**src/rtl/booth_pp_pkg.sv**
```systemverilog
package booth_pp_pkg;

    // Decoded radix-4 digit: magnitude selection plus sign.
    typedef struct packed {
        logic neg;   // digit is negative
        logic one;   // magnitude 1
        logic two;   // magnitude 2
    } bdigit_t;

endpackage

```
**src/rtl/booth_digit_dec.sv**
```systemverilog
module booth_digit_dec
    import booth_pp_pkg::*;
(
    input  logic [2:0] win_i,   // {p2, p1, p0}
    output bdigit_t    dig_o
);

    always_comb begin
        dig_o = '0;
        unique case (win_i)
            3'b001, 3'b010: dig_o.one = 1'b1;
            3'b011:         dig_o.two = 1'b1;
            3'b100: begin
                dig_o.two = 1'b1;
                dig_o.neg = 1'b1;
            end
            3'b101, 3'b110: begin
                dig_o.one = 1'b1;
                dig_o.neg = 1'b1;
            end
            default:        dig_o = '0;   // 000 and 111: zero digit
        endcase
    end

    // at most one magnitude is selected
    always_comb begin
        p_mag_onehot_r2: assert ($onehot0({dig_o.one, dig_o.two}))
            else $error("digit selects two magnitudes");
    end

    // a negative flag only accompanies a non-zero digit
    always_comb begin
        p_neg_nonzero_r4: assert (!dig_o.neg || dig_o.one || dig_o.two)
            else $error("negative flag on zero digit");
    end

endmodule

```
**src/rtl/booth_row_gen.sv**
```systemverilog
module booth_row_gen
    import booth_pp_pkg::*;
#(
    parameter int YW    = 8,
    parameter int PW    = 16,
    parameter int BASE  = 0,
    parameter bit FIRST = 1'b0
) (
    input  logic [YW-1:0] mcand_i,
    input  bdigit_t       dig_i,
    output logic [PW-1:0] row_o
);

    localparam int EW = YW + 2;

    // ext_w[k] = y[k-1]; ext_w[0] = 0, ext_w[YW+1] = sign
    logic [EW-1:0] ext_w;
    logic          sel_v;
    logic          msb_v;

    assign ext_w = {mcand_i[YW-1], mcand_i, 1'b0};

    always_comb begin
        row_o = '0;
        msb_v = 1'b0;
        sel_v = 1'b0;
        for (int j = 0; j <= YW; j++) begin
            sel_v = dig_i.one ? ext_w[j+1] : (dig_i.two ? ext_w[j] : 1'b0);
            sel_v = sel_v ^ dig_i.neg;
            if (j == YW) begin
                msb_v = sel_v;
                if (!FIRST) sel_v = ~sel_v;
            end
            if (BASE + j < PW) row_o[BASE+j] = sel_v;
        end
        if (FIRST) begin
            row_o[YW+1] = msb_v;
            row_o[YW+2] = ~msb_v;
        end else if (BASE + YW + 1 < PW) begin
            row_o[BASE+YW+1] = 1'b1;
        end
    end

endmodule

```
**src/rtl/booth_pp_gen.sv**
```systemverilog
module booth_pp_gen
    import booth_pp_pkg::*;
#(
    parameter int XW = 8,
    parameter int YW = 8
) (
    input  logic                    clk,
    input  logic                    rst_n,
    input  logic [XW-1:0]           mplier_i,
    input  logic [YW-1:0]           mcand_i,
    output logic [((XW+1)/2)*(XW+YW)-1:0] rows_o,
    output logic [XW+YW-1:0]        corr_o
);

    localparam int PW   = XW + YW;
    localparam int NROW = (XW + 1) / 2;

    typedef struct packed {
        logic [NROW*PW-1:0] rows;
        logic [PW-1:0]      corr;
    } pp_out_t;

    // multiplier with a zero below and the sign repeated above
    logic [XW+1:0]               xext_w;
    bdigit_t [NROW-1:0]          dig_w;
    logic [NROW-1:0][PW-1:0]     row_w;
    pp_out_t                     out_d;
    pp_out_t                     out_q;

    assign xext_w = {mplier_i[XW-1], mplier_i, 1'b0};

    for (genvar r = 0; r < NROW; r++) begin : g_row
        booth_digit_dec u_dec (
            .win_i (xext_w[2*r+2 : 2*r]),
            .dig_o (dig_w[r])
        );
        booth_row_gen #(
            .YW    (YW),
            .PW    (PW),
            .BASE  (2*r),
            .FIRST (r == 0)
        ) u_row (
            .mcand_i (mcand_i),
            .dig_i   (dig_w[r]),
            .row_o   (row_w[r])
        );
    end

    always_comb begin
        out_d      = '0;
        out_d.rows = row_w;
        for (int r = 0; r < NROW; r++) begin
            out_d.corr[2*r] = dig_w[r].neg;
        end
    end

    always_ff @(posedge clk or negedge rst_n) begin
        if (!rst_n) out_q <= '0;
        else        out_q <= out_d;
    end

    assign rows_o = out_q.rows;
    assign corr_o = out_q.corr;

    // ------------------------------------------------------------------
    // Assertions
    // ------------------------------------------------------------------
    function automatic logic [PW-1:0] fold_sum(logic [NROW*PW-1:0] rs,
                                               logic [PW-1:0] cw);
        logic [PW-1:0] acc;
        acc = cw;
        for (int k = 0; k < NROW; k++) acc = acc + rs[k*PW +: PW];
        return acc;
    endfunction

    function automatic logic [PW-1:0] odd_cols();
        logic [PW-1:0] m;
        m = '0;
        for (int k = 1; k < PW; k += 2) m[k] = 1'b1;
        return m;
    endfunction

    localparam logic [PW-1:0] ODD_MASK = odd_cols();

    logic signed [PW-1:0] chk_prod;
    always_comb chk_prod = $signed(mplier_i) * $signed(mcand_i);

    // registered rows and correction reduce to the signed product
    p_sum_product_r7: assert property (@(posedge clk) disable iff (!rst_n)
        $past(rst_n) |-> (fold_sum(out_q.rows, out_q.corr) == $past(chk_prod)))
        else $error("row sum differs from product");

    // correction bits only at even (row base) columns
    p_corr_even_r4: assert property (@(posedge clk) disable iff (!rst_n)
        (out_q.corr & ODD_MASK) == '0)
        else $error("correction bit at odd column");

    // outputs are clear while reset is applied
    p_reset_clear_r9: assert property (@(posedge clk)
        !rst_n |=> (out_q == '0))
        else $error("outputs not cleared by reset");

endmodule

```
**config.mk**
```make
export PLATFORM = sky130hd
export DESIGN_NAME = booth_pp_gen
export DESIGN_NICKNAME = d
export VERILOG_FILES = /design/src/rtl/booth_pp_pkg.sv /design/src/rtl/booth_digit_dec.sv /design/src/rtl/booth_row_gen.sv /design/src/rtl/booth_pp_gen.sv
export SDC_FILE = /design/constraint.sdc
export NUM_CORES = 1
export LEC_CHECK = 0
export ABC_AREA = 0
export BUFFER_PORTS_ARGS = -buffer_cell sky130_fd_sc_hd__buf_2
export CORE_ASPECT_RATIO = 1.4
export CORE_MARGIN = 2
export CORE_UTILIZATION = 44
export CTS_CLUSTER_SIZE = 10
export DETAILED_ROUTE_END_ITERATION = 6
export GPL_TIMING_DRIVEN = 0
export PLACE_DENSITY = 0.73
export SLEW_MARGIN = 20
export SYNTH_ARGS = -nofsm -noshare
export SYNTH_HDL_FRONTEND = slang
export SYNTH_SLANG_ARGS = --single-unit
```
**constraint.sdc**
```tcl
create_clock -name clk -period 0.8 [get_ports clk]
set_input_delay 0.12 -clock clk [delete_from_list [all_inputs] [get_ports clk]]
set_output_delay 0.12 -clock clk [all_outputs]
set_load 0.05 [all_outputs]
```
Word-level counts from Yosys, hierarchy flattened
Cells that the tools add are included.
- register bits: 45
- input bits: 18
- output and inout port bits: 80
- word-level logic and storage cells: 154
- equal/unequal tests: 21
- muxes and demuxes: 80
- bitwise gates (word level): 40
- reductions and logical operators: 11
- operators with widths (operator ; number):
    two-way mux 1 bit ; 80
    XOR 1 bit ; 36
    equality test 3 bit, second input constant ; 9
    equality test 3 x 2 -> 1 bit, second input constant ; 6
    OR reduction 4 bit ; 3
    OR reduction 2 bit ; 5
    equality test 3 x 1 -> 1 bit, second input constant ; 3
    OR reduction 3 bit ; 3
    equality test 2 bit, second input constant ; 2
    NOT 1 bit ; 4
    equality test 2 x 1 -> 1 bit, second input constant ; 1

Depth between registers and ports, before layout
- word-level depth: 7
- gate-level depth with buffers: 7
- depth with buffers taken out: 5

Cells and area by module
Synthesis repeated with hierarchy kept, for this count alone.
- cells, all modules: 320
- area total of the unflattened synthesis: 3618.5 µm²
- by module, submodules not included (module ; times used ; cells each ; area an instance (µm²) ; seq. area each (µm²)):
    booth_pp_gen ; 1 ; 81 ; 1795.5 ; 1701.6
    booth_row_gen at g_row[1].u_row ... ; 3 ; 55 ; 426.7 ; 0.0
    booth_row_gen at g_row[0].u_row ; 1 ; 54 ; 417.9 ; 0.0
    booth_digit_dec ; 4 ; 5 ; 31.3 ; 0.0

Worst setup path before layout
No wires, ideal clock.
- kind: input to register
- start: in mplier_i[1]
- end: reg out_q, in the netlist rows_o[20]
- setup time: 0.080 ns
- data arrival time: 1.498 ns
- data required time: 0.720 ns
- setup slack: -0.778 ns
- stages on the path: 7
- buffers on the path: 2
- cell sequence: buf_4 clkinv_1 ha_1 buf_2 nor2b_1 a22oi_2 xnor2_1
- longest elaborated chain between the ends: 6
- elaborated cells on any way between the ends: 15
- those cells by class: eq/ne (6); mux (5); bitwise (1); reduce/logical (3)
- RTL lines (what ; line ; text):
    start: declaration ; booth_pp_gen.sv:9 ; input logic [XW-1:0] mplier_i,
    equality test 3 x 2 -> 1 bit / equality test 3 bit (equally long branches) ; booth_digit_dec.sv:10 ; unique case (win_i)
    OR reduction 2 bit (no line) ; n/a ;
    two-way mux 1 bit ; booth_digit_dec.sv:10 ;
    two-way mux 1 bit (2 in a row) ; booth_row_gen.sv:28 ; sel_v = dig_i.one ? ext_w[j+1] : (dig_i.two ? ext_w[j] : 1'b0);
    XOR 1 bit * ; booth_row_gen.sv:29 ; sel_v = sel_v ^ dig_i.neg;
    net g_row[1].u_row.row_o[4] ; booth_row_gen.sv:11 ; output logic [PW-1:0] row_o
    end signal: assignment ; booth_pp_gen.sv:59 ; else out_q <= out_d;
    end: declaration ; booth_pp_gen.sv:28 ; pp_out_t out_q;
The timed path passes the listed nets; every way through them passes the cells marked *.

Final worst setup path
- start: reg out_q, in the netlist rows_o[45]
- end: out rows_o[45]
- RTL lines (what ; line ; text):
    end: declaration ; booth_pp_gen.sv:11 ; output logic [((XW+1)/2)*(XW+YW)-1:0] rows_o,
No word-level cell between the ends.

==> out/metrics.yaml <==
finish:
  areaGrowthSynthToFinish_pct: 44.8
  final_common_cell: "buf_6"
  n_antenna_cell: 0
  drive_gt1_share_pct: 46.7
  nets: 344
  fillers: 392
  fin_cells: 389
  mostFrequentLayoutCells: "buf_6 (44), buf_4 (40), dfrtp_1 (40)"
  post-route-util_pct: 66.5
sta:
  worst_hold_slack_ns: -0.0433
  setup_ws_ns: -0.309
  hold_viol_final: 42
  max_clock_freq_mhz: 902
  slew_violations: 0
  period_needed_ns: 1.11
  setup_viol: 54
  fin_crit_sh_pct: 139
  max_slew.worst_pin.slew_ns: 0.921
  rsz0062_at_grt: "true"
  relSlewSlack_pct: 38.6
critical_path:
  path_buf_inv: 2
  cp_num_cells: 2
  crit_chain: "buf_8, buf_8"
  crit_arrival_ns: 0.99
  max_stage_delay_ns: 0.44
  crit_path_end: "rows_o[45]"
  crit_path_max_fanout: 3
  worstSetupStartpointType: "flip-flop"
  critical_path_class: "flip-flop to output port"
  crit_start: "rows_o[45]$_DFF_PN0_"
  crit_slowest_cell: "dfrtp_2"
  critPathMostFrequentCell: "buf_8"
  worstSetupEndpointType: "output port"
  worstPathRequired_ns: 0.68
  cpLargestDelayFamily: "flip-flops"
floorplanning:
  die_x_um: 66.5
  io_pins: 98
  die-area_sq_mm: 0.00609
  fp.dieH_um: 91.5
  core_sq_mm: 0.00524
  start_util_pct: 46.0
  rows: 31
yosys:
  netlist_area_sq_mm: 0.00241
  yosysWarnings: 0
  yosysUniqueCellTypes: 34
  syn_avg_cell_area_sq_um: 10.7
  synth.ff_latch_count: 42
  ys_seq_area_share_pct: 43.7
  syn_inst: 224
global_routing:
  grt_use_total_pct: 16.9
  grt_max_degree: 43
  antenna_found_initial: 0
  grt_overflow: 0
  grt_pass1_wl_mm: 7.75
  first_global_vias: 1642
detailed_routing:
  vias: 1755
  drt-initial-drc-count: 89
  ant_nets: 0
  drc: 0
  wirelength_mm: 5.03
  via_per_inst: 4.51
  first_pass_iters: 4
  wire_per_inst_um: 12.9
pwr:
  cellPowerDensity_mw_per_mm2: 2040
  p_sw_share_pct: 38.5
  pwr-share-seq_pct: 35.1
  p_leak_nw: 1.71
  combPwrFrac_pct: 42.0
  netSwitchingPower_mw: 2.73
  vdd_ir_drop_max_uv: 834
  p_int_mw: 4.37
  pwr-share-clk_pct: 22.9
clock_tree:
  cts_tree: "yes"
  clkTransAtPathRegs_ns: 0.08
  cts_made_buffers: 5
  cts-htree-levels: 2
  clockBufferDepth: 2
  clock-sinks: 42
  clockRootBuffer: "clkbuf_8"
status:
  violations: "negative hold slack, negative setup slack"
  status: "finished with violations"
placed_design:
  dpl.cell_count: 375
  place.gp.congestion: 0.775
  port_buffers: 51
  dp_hpwl_mm: 3.42
min_path:
  hp-class: "input port to async pin"
run:
  max-cap-violations: 0
-- cell usage after synthesis --
| cell type | number | share of area [%] |
|---|---|---|
| a22oi_2 | 7 | 3.6 |
| buf_2 | 10 | 2.1 |
| nor2b_1 | 9 | 2.3 |
| conb_1 | 2 | 0.31 |
| clkinv_1 | 1 | 0.16 |
| nand2_1 | 9 | 1.4 |
| inv_1 | 2 | 0.31 |
| or3b_1 | 1 | 0.36 |
| and3b_1 | 1 | 0.36 |
| buf_6 | 2 | 0.94 |
| xnor2_1 | 9 | 3.3 |
| nor2_2 | 7 | 1.8 |
| o21ai_0 | 4 | 0.83 |
| a21o_1 | 1 | 0.31 |
| o31ai_1 | 7 | 2.2 |
| a221o_1 | 8 | 3.3 |
| o21a_1 | 1 | 0.31 |
| o21ai_2 | 1 | 0.36 |
| or3b_4 | 1 | 0.47 |
| mux2_4 | 1 | 0.62 |
| o21ai_1 | 5 | 1.0 |
| nor2_1 | 6 | 0.94 |
| a21boi_0 | 1 | 0.31 |
| buf_4 | 41 | 13 |
| dfrtp_1 | 42 | 44 |
| o31ai_4 | 1 | 0.88 |
| ha_1 | 4 | 2.1 |
| mux2i_1 | 2 | 0.83 |
| inv_2 | 1 | 0.16 |
| clkbuf_1 | 4 | 0.62 |
| a21oi_1 | 2 | 0.42 |
| xor2_1 | 24 | 8.7 |
| a22oi_1 | 6 | 1.9 |
| and2_1 | 1 | 0.26 |
-- logic make-up (layout without fill, tap and decap cells) --
group                    after synthesis  in the layout  share of synthesized area [%]
AO/OA/AOI/OAI                         44             44                           15.5
XOR/XNOR                              33             33                           12.0
adder cells (fa/ha/maj)                4              4                           2.08
buffers and inverters                 61            126                           17.0
flip-flops                            42             42                           43.7
multiplexers                           3              3                           1.46
other                                  2             36                          0.312
AND/OR/NAND/NOR                       35             35                           7.95
-- routing by layer --
metal	global-route usage [%]	share of wire (%)
met5	0	0
met4	7.48	2.2
met3	3.59	6.3
met2	31.7	56
met1	17.0	36
-- sequential cells by signal, summed over array words and instances (netlist names) --
name    flops
rows_o     38
corr_o      4
-- how the worst min path moves through the flow --
stage                from                    to  slack [ns]  cells past startpoint
global placement    rst_n   rows_o[3]$_DFF_PN0_        0.28                      1
finish              rst_n  rows_o[59]$_DFF_PN0_       -0.04                      1
floorplan           rst_n   corr_o[0]$_DFF_PN0_       -0.18                      0
global route        rst_n  rows_o[59]$_DFF_PN0_        0.02                      1
detailed placement  rst_n   rows_o[0]$_DFF_PN0_        0.30                      1
CTS                 rst_n  rows_o[59]$_DFF_PN0_       -0.03                      1
-- repair_timing --
action                                  CTS  global route
cloned                                    1             0
endpoints found under the setup margin   55            65
buffers inserted                          4             1
pin swaps                                 8            13
endpoints found under the hold margin    42             0
gates resized for setup                  99             8
-- cell type report --
type                            instances  area (sq um)  area share (%)
Buffer                                 57           450            12.9
Multi-Input combinational cell        155          1140            32.7
Inverter                                4          30.0           0.862
Timing Repair Buffer                   57           621            17.8
Sequential cell                        42          1050            30.2
Clock buffer                            7          76.3            2.19
Clock inverter                          1          30.0           0.862
Tap cell                               66          82.6            2.37
-- metrics by stage --
stage | instance area, sq um | worst slack [ns] | power (mW) | hold WS, ns | TNS (ns)
3_5_place_dp | 2970 | -0.640 | 5.02 | 0.297 | -14.68
6_report | 3480 | -0.309 | 7.10 | -0.0433 | -8.37
4_1_cts | 3440 | -0.322 | 7.10 | -0.0298 | -8.70
5_1_grt | 3480 | -0.340 | 7.40 | 0.0209 | -10.02
2_1_floorplan | 2630 | -0.363 | 4.57 | -0.176 | -5.23
3_3_place_gp | 2970 | -0.632 | 4.99 | 0.283 | -12.78
-- power groups by stage --
| stage | sequential [mW] | clock, mW | combinational, mW |
|---|---|---|---|
| 6_report | 2.49 | 1.63 | 2.98 |
| 3_3_place_gp | 2.46 | 0 | 2.53 |
| 4_1_cts | 2.49 | 1.67 | 2.94 |
| 5_1_grt | 2.51 | 1.77 | 3.13 |
| 3_5_place_dp | 2.47 | 0 | 2.55 |
| 2_1_floorplan | 3.37 | 0 | 1.20 |
(Power assumes the default switching activity.)
